[src/rtl/i2c_bt_pkg.sv]
package i2c_bt_pkg;

   typedef enum logic [1:0] {
      OP_START   = 2'd0,
      OP_RESTART = 2'd1,
      OP_BIT     = 2'd2,
      OP_STOP    = 2'd3
   } bt_op_e;

   typedef enum logic [2:0] {
      ST_IDLE,
      ST_SHOLD,
      ST_DHOLD,
      ST_LOW,
      ST_WAIT,
      ST_HIGH,
      ST_RHOLD
   } bt_state_e;

endpackage

[src/rtl/bt_phase_counter.sv]
module bt_phase_counter #(
   parameter int TW = 8
) (
   input  logic          clk,
   input  logic          rst_n,
   input  logic          load,
   input  logic [TW-1:0] load_val,
   input  logic          run,
   input  logic          tick_en,
   output logic          expire
);

   localparam logic [TW-1:0] ONE = TW'(1);

   logic [TW-1:0] cnt;

   always_ff @(posedge clk or negedge rst_n) begin
      if (!rst_n) begin
         cnt <= ONE;
      end else if (load) begin
         cnt <= (load_val == '0) ? ONE : load_val;
      end else if (run && tick_en && cnt != ONE) begin
         cnt <= cnt - ONE;
      end
   end

   assign expire = run && tick_en && (cnt == ONE);

   AST_CNT_NEVER_ZERO: assert property (@(posedge clk) disable iff (!rst_n)
      cnt != '0);

endmodule

[src/rtl/bt_scl_gate.sv]
module bt_scl_gate #(
   parameter int SYNC_W = 8,
   parameter int STAGES = 0
) (
   input  logic              clk,
   input  logic              rst_n,
   input  logic              arm,
   input  logic              en,
   input  logic [SYNC_W-1:0] sync_cycles,
   input  logic              scl_in,
   output logic              scl_seen,
   output logic              go
);

   localparam logic [SYNC_W-1:0] ONE = SYNC_W'(1);

   generate
      if (STAGES == 0) begin : g_direct
         assign scl_seen = scl_in;
      end else begin : g_sync
         logic [STAGES-1:0] sh;
         always_ff @(posedge clk or negedge rst_n) begin
            if (!rst_n) begin
               sh <= '1;
            end else begin
               sh[0] <= scl_in;
               for (int i = 1; i < STAGES; i++) sh[i] <= sh[i-1];
            end
         end
         assign scl_seen = sh[STAGES-1];
      end
   endgenerate

   logic [SYNC_W-1:0] cnt;

   always_ff @(posedge clk or negedge rst_n) begin
      if (!rst_n) begin
         cnt <= ONE;
      end else if (arm) begin
         cnt <= (sync_cycles == '0) ? ONE : sync_cycles;
      end else if (en && cnt != ONE) begin
         cnt <= cnt - ONE;
      end
   end

   assign go = en && (cnt == ONE) && scl_seen;

   AST_SYNC_CNT_NONZERO: assert property (@(posedge clk) disable iff (!rst_n)
      cnt != '0);

endmodule

[src/rtl/i2c_bus_timer.sv]
module i2c_bus_timer
   import i2c_bt_pkg::*;
#(
   parameter int TW            = 8,
   parameter int SYNC_W        = 8,
   parameter int SCL_IN_STAGES = 0
) (
   input  logic              clk,
   input  logic              rst_n,
   input  logic              tick_en,
   input  logic [2*TW-1:0]   cfg_bus_clk,
   input  logic [4*TW-1:0]   cfg_data_timing,
   input  logic [TW-1:0]     cfg_rs_hold,
   input  logic [SYNC_W-1:0] cfg_sync_cycles,
   input  logic              req_valid,
   input  logic [1:0]        req_op,
   input  logic              req_bit,
   input  logic              scl_in,
   input  logic              sda_in,
   output logic              scl_out,
   output logic              sda_out,
   output logic              done,
   output logic              rx_bit
);

   generate
      if (TW < 2) begin : g_bad_tw
         $error("i2c_bus_timer: TW must be at least 2");
      end
      if (SYNC_W < 1) begin : g_bad_sync
         $error("i2c_bus_timer: SYNC_W must be at least 1");
      end
      if (SCL_IN_STAGES < 0) begin : g_bad_stages
         $error("i2c_bus_timer: SCL_IN_STAGES must not be negative");
      end
   endgenerate

   // field slices; positions are fixed by the configuration words
   logic [TW-1:0] f_low, f_high, f_hold, f_rs_setup, f_stop_setup, f_start_hold;
   assign f_low        = cfg_bus_clk[TW-1:0];
   assign f_high       = cfg_bus_clk[2*TW-1:TW];
   assign f_hold       = cfg_data_timing[TW-1:0];
   assign f_rs_setup   = cfg_data_timing[2*TW-1:TW];
   assign f_stop_setup = cfg_data_timing[3*TW-1:2*TW];
   assign f_start_hold = cfg_data_timing[4*TW-1:3*TW];

   bt_state_e state, state_n;
   bt_op_e    op_q, op_cur;
   logic      bit_q;
   logic      scl_q, scl_n, sda_q, sda_n, done_q, done_n, rx_q, rx_n;
   logic      accept, expire, go, scl_seen;
   logic      ph_load, ph_run, gate_arm, gate_en;
   logic [TW-1:0] ph_val;

   assign accept = (state == ST_IDLE) && req_valid;
   assign op_cur = accept ? bt_op_e'(req_op) : op_q;

   always_comb begin
      state_n = state;
      scl_n   = scl_q;
      sda_n   = sda_q;
      done_n  = 1'b0;
      rx_n    = rx_q;
      case (state)
         ST_IDLE: begin
            if (req_valid) begin
               if (op_cur == OP_START) begin
                  sda_n   = 1'b0;
                  state_n = ST_SHOLD;
               end else begin
                  state_n = ST_DHOLD;
               end
            end
         end
         ST_SHOLD: begin
            if (expire) begin
               scl_n   = 1'b0;
               done_n  = 1'b1;
               state_n = ST_IDLE;
            end
         end
         ST_DHOLD: begin
            if (expire) begin
               case (op_q)
                  OP_BIT:     sda_n = bit_q;
                  OP_RESTART: sda_n = 1'b1;
                  default:    sda_n = 1'b0;
               endcase
               state_n = ST_LOW;
            end
         end
         ST_LOW: begin
            if (expire) begin
               scl_n   = 1'b1;
               state_n = ST_WAIT;
            end
         end
         ST_WAIT: begin
            if (go) state_n = ST_HIGH;
         end
         ST_HIGH: begin
            if (expire) begin
               case (op_q)
                  OP_BIT: begin
                     rx_n    = sda_in;
                     scl_n   = 1'b0;
                     done_n  = 1'b1;
                     state_n = ST_IDLE;
                  end
                  OP_RESTART: begin
                     sda_n   = 1'b0;
                     state_n = ST_RHOLD;
                  end
                  default: begin
                     sda_n   = 1'b1;
                     done_n  = 1'b1;
                     state_n = ST_IDLE;
                  end
               endcase
            end
         end
         ST_RHOLD: begin
            if (expire) begin
               scl_n   = 1'b0;
               done_n  = 1'b1;
               state_n = ST_IDLE;
            end
         end
         default: state_n = ST_IDLE;
      endcase
   end

   always_comb begin
      case (state_n)
         ST_SHOLD: ph_val = f_start_hold;
         ST_DHOLD: ph_val = f_hold;
         ST_LOW:   ph_val = f_low;
         ST_RHOLD: ph_val = cfg_rs_hold;
         ST_WAIT, ST_HIGH: begin
            case (op_q)
               OP_RESTART: ph_val = f_rs_setup;
               OP_STOP:    ph_val = f_stop_setup;
               default:    ph_val = f_high;
            endcase
         end
         default: ph_val = '0;
      endcase
   end

   assign ph_load  = (state_n != state);
   assign ph_run   = (state == ST_SHOLD) || (state == ST_DHOLD) || (state == ST_LOW) ||
                     (state == ST_HIGH)  || (state == ST_RHOLD);
   assign gate_arm = (state_n == ST_WAIT) && (state != ST_WAIT);
   assign gate_en  = (state == ST_WAIT);

   bt_phase_counter #(.TW(TW)) u_phase (
      .clk      (clk),
      .rst_n    (rst_n),
      .load     (ph_load),
      .load_val (ph_val),
      .run      (ph_run),
      .tick_en  (tick_en),
      .expire   (expire)
   );

   bt_scl_gate #(.SYNC_W(SYNC_W), .STAGES(SCL_IN_STAGES)) u_gate (
      .clk         (clk),
      .rst_n       (rst_n),
      .arm         (gate_arm),
      .en          (gate_en),
      .sync_cycles (cfg_sync_cycles),
      .scl_in      (scl_in),
      .scl_seen    (scl_seen),
      .go          (go)
   );

   always_ff @(posedge clk or negedge rst_n) begin
      if (!rst_n) begin
         state  <= ST_IDLE;
         op_q   <= OP_START;
         bit_q  <= 1'b1;
         scl_q  <= 1'b1;
         sda_q  <= 1'b1;
         done_q <= 1'b0;
         rx_q   <= 1'b0;
      end else begin
         state  <= state_n;
         scl_q  <= scl_n;
         sda_q  <= sda_n;
         done_q <= done_n;
         rx_q   <= rx_n;
         if (accept) begin
            op_q  <= op_cur;
            bit_q <= req_bit;
         end
      end
   end

   assign scl_out = scl_q;
   assign sda_out = sda_q;
   assign done    = done_q;
   assign rx_bit  = rx_q;

   AST_STRETCH_KEEPS_SCL: assert property (@(posedge clk) disable iff (!rst_n)
      (state == ST_WAIT && !scl_seen) |=> scl_out);
   AST_DONE_PULSE: assert property (@(posedge clk) disable iff (!rst_n)
      done |=> !done);
   AST_SDA_STABLE_HIGH: assert property (@(posedge clk) disable iff (!rst_n)
      (op_q == OP_BIT && (state == ST_WAIT || state == ST_HIGH)) |=> $stable(sda_out));
   AST_SCL_FALL_ENDS: assert property (@(posedge clk) disable iff (!rst_n)
      $fell(scl_out) |-> done);
   AST_START_LEVELS: assert property (@(posedge clk) disable iff (!rst_n)
      (state == ST_SHOLD) |-> (scl_out && !sda_out));

endmodule

[config.mk]
export PLATFORM = sky130hd
export DESIGN_NAME = i2c_bus_timer
export DESIGN_NICKNAME = d
export VERILOG_FILES = /design/src/rtl/i2c_bt_pkg.sv /design/src/rtl/bt_phase_counter.sv /design/src/rtl/bt_scl_gate.sv /design/src/rtl/i2c_bus_timer.sv
export SDC_FILE = /design/constraint.sdc
export NUM_CORES = 1
export LEC_CHECK = 0
export ABC_AREA = 1
export BUFFER_PORTS_ARGS = -buffer_cell sky130_fd_sc_hd__buf_2
export CAP_MARGIN = 20
export CORE_MARGIN = 3
export CORE_UTILIZATION = 55
export DETAILED_ROUTE_END_ITERATION = 8
export PLACE_DENSITY = 0.86
export SYNTH_ARGS = -nofsm -noshare
export SYNTH_HDL_FRONTEND = slang
export SYNTH_SLANG_ARGS = --single-unit
[constraint.sdc]
create_clock -name clk -period 3.9 [get_ports clk]
set_input_delay 0.39 -clock clk [delete_from_list [all_inputs] [get_ports clk]]
set_output_delay 0.39 -clock clk [all_outputs]
set_load 0.05 [all_outputs]
==> results of run 1 <==
[cell usage after synthesis]
cell / n
sky130_fd_sc_hd__xnor2_1: 3
sky130_fd_sc_hd__inv_1: 36
sky130_fd_sc_hd__o21ai_1: 3
sky130_fd_sc_hd__nand2_2: 7
sky130_fd_sc_hd__a21oi_1: 14
sky130_fd_sc_hd__nor2_2: 1
sky130_fd_sc_hd__nand3_2: 2
sky130_fd_sc_hd__a22oi_1: 4
sky130_fd_sc_hd__ha_1: 7
sky130_fd_sc_hd__o21ai_0: 32
sky130_fd_sc_hd__nand3_1: 48
sky130_fd_sc_hd__dfstp_2: 5
sky130_fd_sc_hd__nor4_1: 1
sky130_fd_sc_hd__nand2_4: 2
sky130_fd_sc_hd__mux2_2: 1
sky130_fd_sc_hd__or2_2: 1
sky130_fd_sc_hd__buf_2: 3
sky130_fd_sc_hd__buf_6: 1
sky130_fd_sc_hd__a31oi_1: 4
sky130_fd_sc_hd__o311ai_0: 1
sky130_fd_sc_hd__nor2_4: 2
sky130_fd_sc_hd__clkbuf_1: 3
sky130_fd_sc_hd__nand4_1: 13
sky130_fd_sc_hd__dfrtp_1: 21
sky130_fd_sc_hd__nand2_1: 83
sky130_fd_sc_hd__nor2_8: 1
sky130_fd_sc_hd__nor3_1: 6
sky130_fd_sc_hd__nor2_1: 43
sky130_fd_sc_hd__inv_2: 3
sky130_fd_sc_hd__o221ai_1: 1
sky130_fd_sc_hd__xor2_1: 6
sky130_fd_sc_hd__nand4_2: 1
[stage by stage]
stage          cell area [um^2]  total power, mW  hold slack (ps)  instances
2_1_floorplan              2320             1.82             94.4        359
3_3_place_gp               2720             2.11              417        476
3_5_place_dp               2720             2.15              420        476
4_1_cts                    2800             2.39              121        480
5_1_grt                    2800             2.67              141        480
6_report                   2800             2.40              100        480
[cell type report]
type,instances,area share
clock buffers,3,0.0148
multi-input cells,287,0.530
clock inverters,1,0.0107
repair buffers,76,0.136
inverters,39,0.0524
flip-flops and latches,26,0.235
well taps,48,0.0215
[registers in the layout, indices dropped and copies added, names as in the netlist]
| signal | cells |
|---|---|
| u_gate.cnt | 8 |
| done | 1 |
| state | 3 |
| op_q | 2 |
| scl_out | 1 |
| u_phase.cnt | 8 |
| sda_out | 1 |
| rx_bit | 1 |
| bit_q | 1 |
[path summary, 6_finish.rpt]
kind	startpoint	to	slack (ps)
worst max-delay path	u_phase.cnt[0]$_DFFE_PN1P_	u_phase.cnt[4]$_DFFE_PN0P_	1100
worst min-delay path	rst_n	op_q[0]$_DFFE_PN0N_	100
worst max register to register	u_phase.cnt[0]$_DFFE_PN1P_	u_phase.cnt[4]$_DFFE_PN0P_	1100
worst min register to register	bit_q$_DFFE_PN1N_	bit_q$_DFFE_PN1N_	480
max in group asynchronous	rst_n	u_phase.cnt[0]$_DFFE_PN1P_	3420
min in group clk	req_bit	bit_q$_DFFE_PN1N_	350
[metal layers]
| metal | vias up | GRT usage |
|---|---|---|
| met1 | 1199 | 0.340 |
| li1 | 1349 | - |
| met4 | 0 | 0.0585 |
| met5 | - | 0 |
| met3 | 12 | 0.0469 |
| met2 | 116 | 0.418 |
[logic make-up (layout without fill, tap and decap cells)]
kind of cell | count (synthesis) | in the layout | synth area share
buffers and inverters | 46 | 119 | 0.0792
AND/OR/NAND/NOR | 211 | 211 | 0.424
XOR/XNOR | 9 | 9 | 0.0340
flip-flops | 26 | 26 | 0.283
adder cells (fa/ha/maj) | 7 | 7 | 0.0377
AO/OA/AOI/OAI | 59 | 59 | 0.137
multiplexers | 1 | 1 | 0.00485
[where the power goes]
part / leakage, nW / switching [mW] / internal, mW
Sequential: 0.308 / 0.109 / 0.420
Combinational: 1.15 / 1.10 / 0.540
Clock: 0.0357 / 0.0908 / 0.137
Total: 1.49 / 1.30 / 1.10
==> impl_metrics.env, run 1 <==
export IMPL_hpwlAfterDp_um=5150
export IMPL_grt_pass1_wl_um=10600
export IMPL_grt_max_degree=27
export IMPL_port_buffer_count=76
export IMPL_finalClockSkew_ps=5.77
export IMPL_cts_root_to_sink_buffers=2
export IMPL_max_slew_worst_pin_slew_ps=595
export IMPL_start_kind="register"
export IMPL_detailroute_via_count=2676
export IMPL_globalplace_congestion=0.957
export IMPL_ys_types=32
export IMPL_first_global_vias=2402
export IMPL_drc_errors=0
export IMPL_detail_route_vias_per_cell=5.58
export IMPL_post_route_cells_drive_above_1_share=0.245
export IMPL_layout_cells_most_common_list="sky130_fd_sc_hd__nand2_1, sky130_fd_sc_hd__buf_2, sky130_fd_sc_hd__nand3_1"
export IMPL_dieArea_um2=5040
export IMPL_die_width_um=71.0
export IMPL_ir_worst_vdd_v=0.000557
export IMPL_critPathBufInv=2
export IMPL_ios=77
export IMPL_diodes=0
export IMPL_worst_r2r_cell_count=15
export IMPL_required_ps=4070
export IMPL_clock_edge_transition_at_the_registers_on_the_reported_setup_and_hold_paths_ps=100
export IMPL_finalWorstPathRequiredPeriod_ps=2800
export IMPL_postSynthCellCount=359
export IMPL_wl_met2_um=3140
export IMPL_synth_largest_type_area_fraction=0.226
export IMPL_timing_worst_setup_path_type="register to register"
export IMPL_max_slew_margin=0.602
export IMPL_antenna_found_initial=0
export IMPL_preCtsSetupSlack_ps=1150
export IMPL_synthesis_nets=439
export IMPL_grt_setup_unrepaired="false"
export IMPL_cts_repair_resized=0
export IMPL_yosys_top_cells_area="sky130_fd_sc_hd__dfrtp_1, sky130_fd_sc_hd__nand2_1, sky130_fd_sc_hd__nand3_1"
export IMPL_crit_slowest_cell="sky130_fd_sc_hd__dfstp_2"
export IMPL_holdBufCountCts=0
export IMPL_cp_num_cells=15
export IMPL_cp_cell_sequence="ha_1, nand2_1, nor2_2, nand2_4, nand2_1, nand2_1, nor2_1, nand2_2, xor2_1, nand2_2, inv_2, nand2_2, inv_1, a21oi_1, a21oi_1"
export IMPL_layout_commonest_cell="sky130_fd_sc_hd__nand2_1"
export IMPL_clock_tree_htree_level_count=1
export IMPL_remaining_antenna_violation_count=0
export IMPL_worst_path_largest_cell_delay_ps=560
export IMPL_critPathArrivalTime_ps=2970
export IMPL_path_max_fanout=19
export IMPL_critical_path_top_delay_family="simple AND/OR/NAND/NOR gates"
export IMPL_avgRoutedWirePerCell_um=13.2
export IMPL_cts_num_sinks=26
export IMPL_rows=22
export IMPL_final_max_slew_viol_count=0
export IMPL_fin_util=0.725
export IMPL_wirelength_um=6320
export IMPL_drtIter0Drc=175
export IMPL_finish_net_count=513
export IMPL_sequential_cell_area_um2=657
export IMPL_core_um2=3850
export IMPL_cts_tree="yes"
export IMPL_timing_fmax_ghz=0.357
export IMPL_gr_total_overflow=0
export IMPL_status="finished clean"
export IMPL_clock_latency_on_the_worst_skew_pair_ps=280
export IMPL_n_fill_cell=311
export IMPL_initial_utilization=0.602
export IMPL_setup_violations_final=0
export IMPL_synth_cell_area_um2=2320
export IMPL_synthesis_area_per_instance_um2=6.47
export IMPL_number_of_post_cts_setup_repair_buffers=0
export IMPL_max_cap_violations=0
export IMPL_cellPowerDensity_nw_per_um2=859
export IMPL_area_delta_synth_final_pct=20.4
export IMPL_number_of_iterations_in_the_first_detailed_routing_pass=5
export IMPL_top_signal_layer_used="met4"
export IMPL_clk_tree_root_cell="sky130_fd_sc_hd__clkbuf_8"
export IMPL_synth_seq_area_share=0.283
export IMPL_final_setup_worst_slack_ps=1100
export IMPL_p_leak_nw=1.49
export IMPL_total_of_warnings_raised_by_yosys=0
export IMPL_hold_path_class="primary input to async pin"
export IMPL_crit_path_end_kind="register"
export IMPL_route_met3_wl_um=472
export IMPL_synthDominantAreaCellType="sky130_fd_sc_hd__dfrtp_1"
export IMPL_final_min_period_over_clock_period=0.718
export IMPL_multiInputGateArea_um2=1480
export IMPL_tritoncts_num_buffers=3
export IMPL_die_h_um=71.0
export IMPL_hold_violations=0
export IMPL_timing_setup_tns_ps=0
export IMPL_globalRouteTotalUtil=0.252
export IMPL_ys_ff_latch=26
export IMPL_routedLengthMet1_um=2630
(Power assumes the default switching activity.)
==> run 2: changes to the inputs <==
--- a/config.mk
+++ b/config.mk
@@ -9,9 +9,9 @@
 export BUFFER_PORTS_ARGS = -buffer_cell sky130_fd_sc_hd__buf_2
 export CAP_MARGIN = 20
 export CORE_MARGIN = 3
-export CORE_UTILIZATION = 55
+export CORE_UTILIZATION = 51
 export DETAILED_ROUTE_END_ITERATION = 8
-export PLACE_DENSITY = 0.86
+export PLACE_DENSITY = 0.81
 export SYNTH_ARGS = -nofsm -noshare
 export SYNTH_HDL_FRONTEND = slang
 export SYNTH_SLANG_ARGS = --single-unit
==> constraint.sdc (replaced) <==
create_clock -name clk -period 2.7 [get_ports clk]
set_input_delay 0.27 -clock clk [delete_from_list [all_inputs] [get_ports clk]]
set_output_delay 0.27 -clock clk [all_outputs]
set_load 0.05 [all_outputs]
==> run 2 against run 1 <==
Clock power grew 12%. Register-to-register slack lost 870 ps. First-iteration DRC count shrank 26%. Critical endpoint is now u_phase.cnt[5]$_DFFE_PN0P_. Setup slack lost 870 ps. Wire length shrank 2.8%. Core utilization shrank 4.2 points. Die area grew 7.2%. The run now ends with hold timing left. Sequential cell count is the same.
==> impl_metrics.env, run 2 (synthesized netlist as in run 1, its figures left out) <==
export IMPL_status="complete, but fails checks"
export IMPL_failed_checks="hold timing"
export IMPL_hold_violations=21
export IMPL_finalClockSkew_ps=9.66
export IMPL_path_max_fanout=11
export IMPL_dieArea_um2=5400
export IMPL_initial_utilization=0.552
export IMPL_dpl_instance_area_um2=2770
export IMPL_cts_root_to_sink_buffers=2
export IMPL_antenna_found_initial=0
export IMPL_area_delta_synth_final_pct=23.6
export IMPL_grt_util_met3=0.0301
export IMPL_cts_num_sinks=26
export IMPL_avgRoutedWirePerCell_um=12.5
export IMPL_timing_fmax_ghz=0.404
export IMPL_final_min_period_over_clock_period=0.916
export IMPL_clock_latency_on_the_worst_skew_pair_ps=270
export IMPL_p_leak_nw=1.53
export IMPL_required_ps=2840
export IMPL_crit_path_end_kind="register"
export IMPL_drtIter0Drc=129
export IMPL_layout_cells_most_common_list="sky130_fd_sc_hd__nand2_1, sky130_fd_sc_hd__buf_2, sky130_fd_sc_hd__nand3_1"
export IMPL_max_slew_margin=0.591
export IMPL_drc_errors=0
export IMPL_timing_worst_setup_path_type="register to register"
export IMPL_die_h_um=73.5
export IMPL_detailroute_via_count=2651
export IMPL_met1_usage=0.327
export IMPL_globalRouteMet2Util=0.391
export IMPL_finish_net_count=522
export IMPL_hpwlAfterDp_um=4950
export IMPL_clock_edge_transition_at_the_registers_on_the_reported_setup_and_hold_paths_ps=100
export IMPL_holdBufCountCts=0
export IMPL_number_of_iterations_in_the_first_detailed_routing_pass=5
export IMPL_start_kind="register"
export IMPL_post_route_cells_drive_above_1_share=0.268
export IMPL_cts_tree="yes"
export IMPL_grt_busiest_layer="met2"
export IMPL_ir_worst_vdd_v=0.000699
export IMPL_setup_violations_final=0
export IMPL_clock_tree_htree_level_count=1
export IMPL_hold_path_class="primary input to async pin"
export IMPL_cellPowerDensity_nw_per_um2=1230
export IMPL_clk_tree_root_cell="sky130_fd_sc_hd__clkbuf_8"
export IMPL_port_buffer_count=76
export IMPL_max_slew_worst_pin_slew_ps=607
export IMPL_critPathArrivalTime_ps=2620
export IMPL_die_width_um=73.5
export IMPL_globalplace_congestion=0.938
export IMPL_grt_pass1_wl_um=10400
export IMPL_finalWorstPathRequiredPeriod_ps=2470
export IMPL_diodes=0
export IMPL_tritoncts_num_buffers=3
export IMPL_max_cap_violations=0
export IMPL_design_power_total_mw=3.53
export IMPL_core_um2=4200
export IMPL_first_global_vias=2387
export IMPL_holdWs_ps=-17.1
export IMPL_grt_max_degree=27
export IMPL_wirelength_um=6140
export IMPL_layout_commonest_cell="sky130_fd_sc_hd__nand2_1"
export IMPL_rows=23
export IMPL_ios=77
export IMPL_globalRouteTotalUtil=0.235
export IMPL_remaining_antenna_violation_count=0
export IMPL_final_cell_area_um2=2870
export IMPL_final_max_slew_viol_count=0
export IMPL_largest_registers="u_gate.cnt: 8 flops, u_phase.cnt: 8 flops, state: 3 flops"
export IMPL_detail_route_vias_per_cell=5.40
export IMPL_gr_total_overflow=0
==> run 2: cell types whose count changed in the layout (fill, tap and decap cells not counted), sizes merged <==
cell / previous run / this run
bufinv: 1 / 0
buf: 76 / 84
clkbuf: 3 / 4
nor2: 47 / 48
==> run 2: cell type report <==
class / count / area, um^2
timing repair buffer: 84 / 440
clock buffer: 4 / 55.1
multi-input combinational: 288 / 1510
sequential: 26 / 657
tap: 50 / 62.6
inverter: 39 / 146
fill: 376 / 1330
==> run 2: layer usage <==
layer / vias to the layer above / part of all wire / wire, um
met4: 0 / 0.0049 / 30
met1: 1191 / 0.46 / 2850
met2: 92 / 0.47 / 2890
met5: - / 0 / 0
met3: 4 / 0.060 / 366
li1: 1364 / - / -
==> run 2: path summary, 6_finish.rpt <==
kind	from	depth (start not counted)	end	slack, ps
worst max register to register	u_phase.cnt[0]$_DFFE_PN1P_	10	u_phase.cnt[5]$_DFFE_PN0P_	230
worst max-delay path	u_phase.cnt[0]$_DFFE_PN1P_	10	u_phase.cnt[5]$_DFFE_PN0P_	230
worst min-delay path	rst_n	1	u_gate.cnt[2]$_DFFE_PN0P_	-20
min in group clk	req_bit	3	bit_q$_DFFE_PN1N_	220
max in group asynchronous	rst_n	1	state[1]$_DFF_PN0_	2330
worst min register to register	bit_q$_DFFE_PN1N_	2	bit_q$_DFFE_PN1N_	470
==> run 2: what timing repair did <==
item / 4_1_cts / 5_1_grt
endpoints found under the setup margin: 0 / 6
gates resized for setup: 0 / 5
setup buffers: 0 / 2
==> run 2: report_power, final <==
group / total (mW) / leakage (nW) / switching [mW] / internal, mW
logic: 2.51 / 1.19 / 1.61 / 0.904
clock network: 0.255 / 0.0288 / 0.124 / 0.130
registers: 0.766 / 0.308 / 0.160 / 0.606
total: 3.53 / 1.53 / 1.89 / 1.64
==> run 2: worst max-delay path: stages, from the launching register on <==
cell,delay [ps]
sky130_fd_sc_hd__dfstp_2,560
sky130_fd_sc_hd__ha_1,140
sky130_fd_sc_hd__nand2_1,100
sky130_fd_sc_hd__nor2_4,160
sky130_fd_sc_hd__nand2_4,90
sky130_fd_sc_hd__o21ai_1,290
sky130_fd_sc_hd__nand4_4,260
sky130_fd_sc_hd__nand3_1,160
sky130_fd_sc_hd__nand3_1,130
sky130_fd_sc_hd__o21ai_0,340
sky130_fd_sc_hd__a21oi_1,110
==> run 2: metrics by stage <==
| stage | cells | hold slack (ps) | utilization | setup TNS, ps | setup WS [ps] |
|---|---|---|---|---|---|
| global route | 491 | 35.7 | 0.683 | -0.572 | -0.572 |
| CTS | 488 | 9.32 | 0.673 | 0 | 169 |
| finish | 491 | -17.1 | 0.683 | 0 | 226 |
| detailed placement | 484 | 310 | 0.660 | 0 | 196 |
| global placement | 484 | 302 | 0.660 | 0 | 235 |
| floorplan | 359 | -25.6 | - | 0 | 462 |
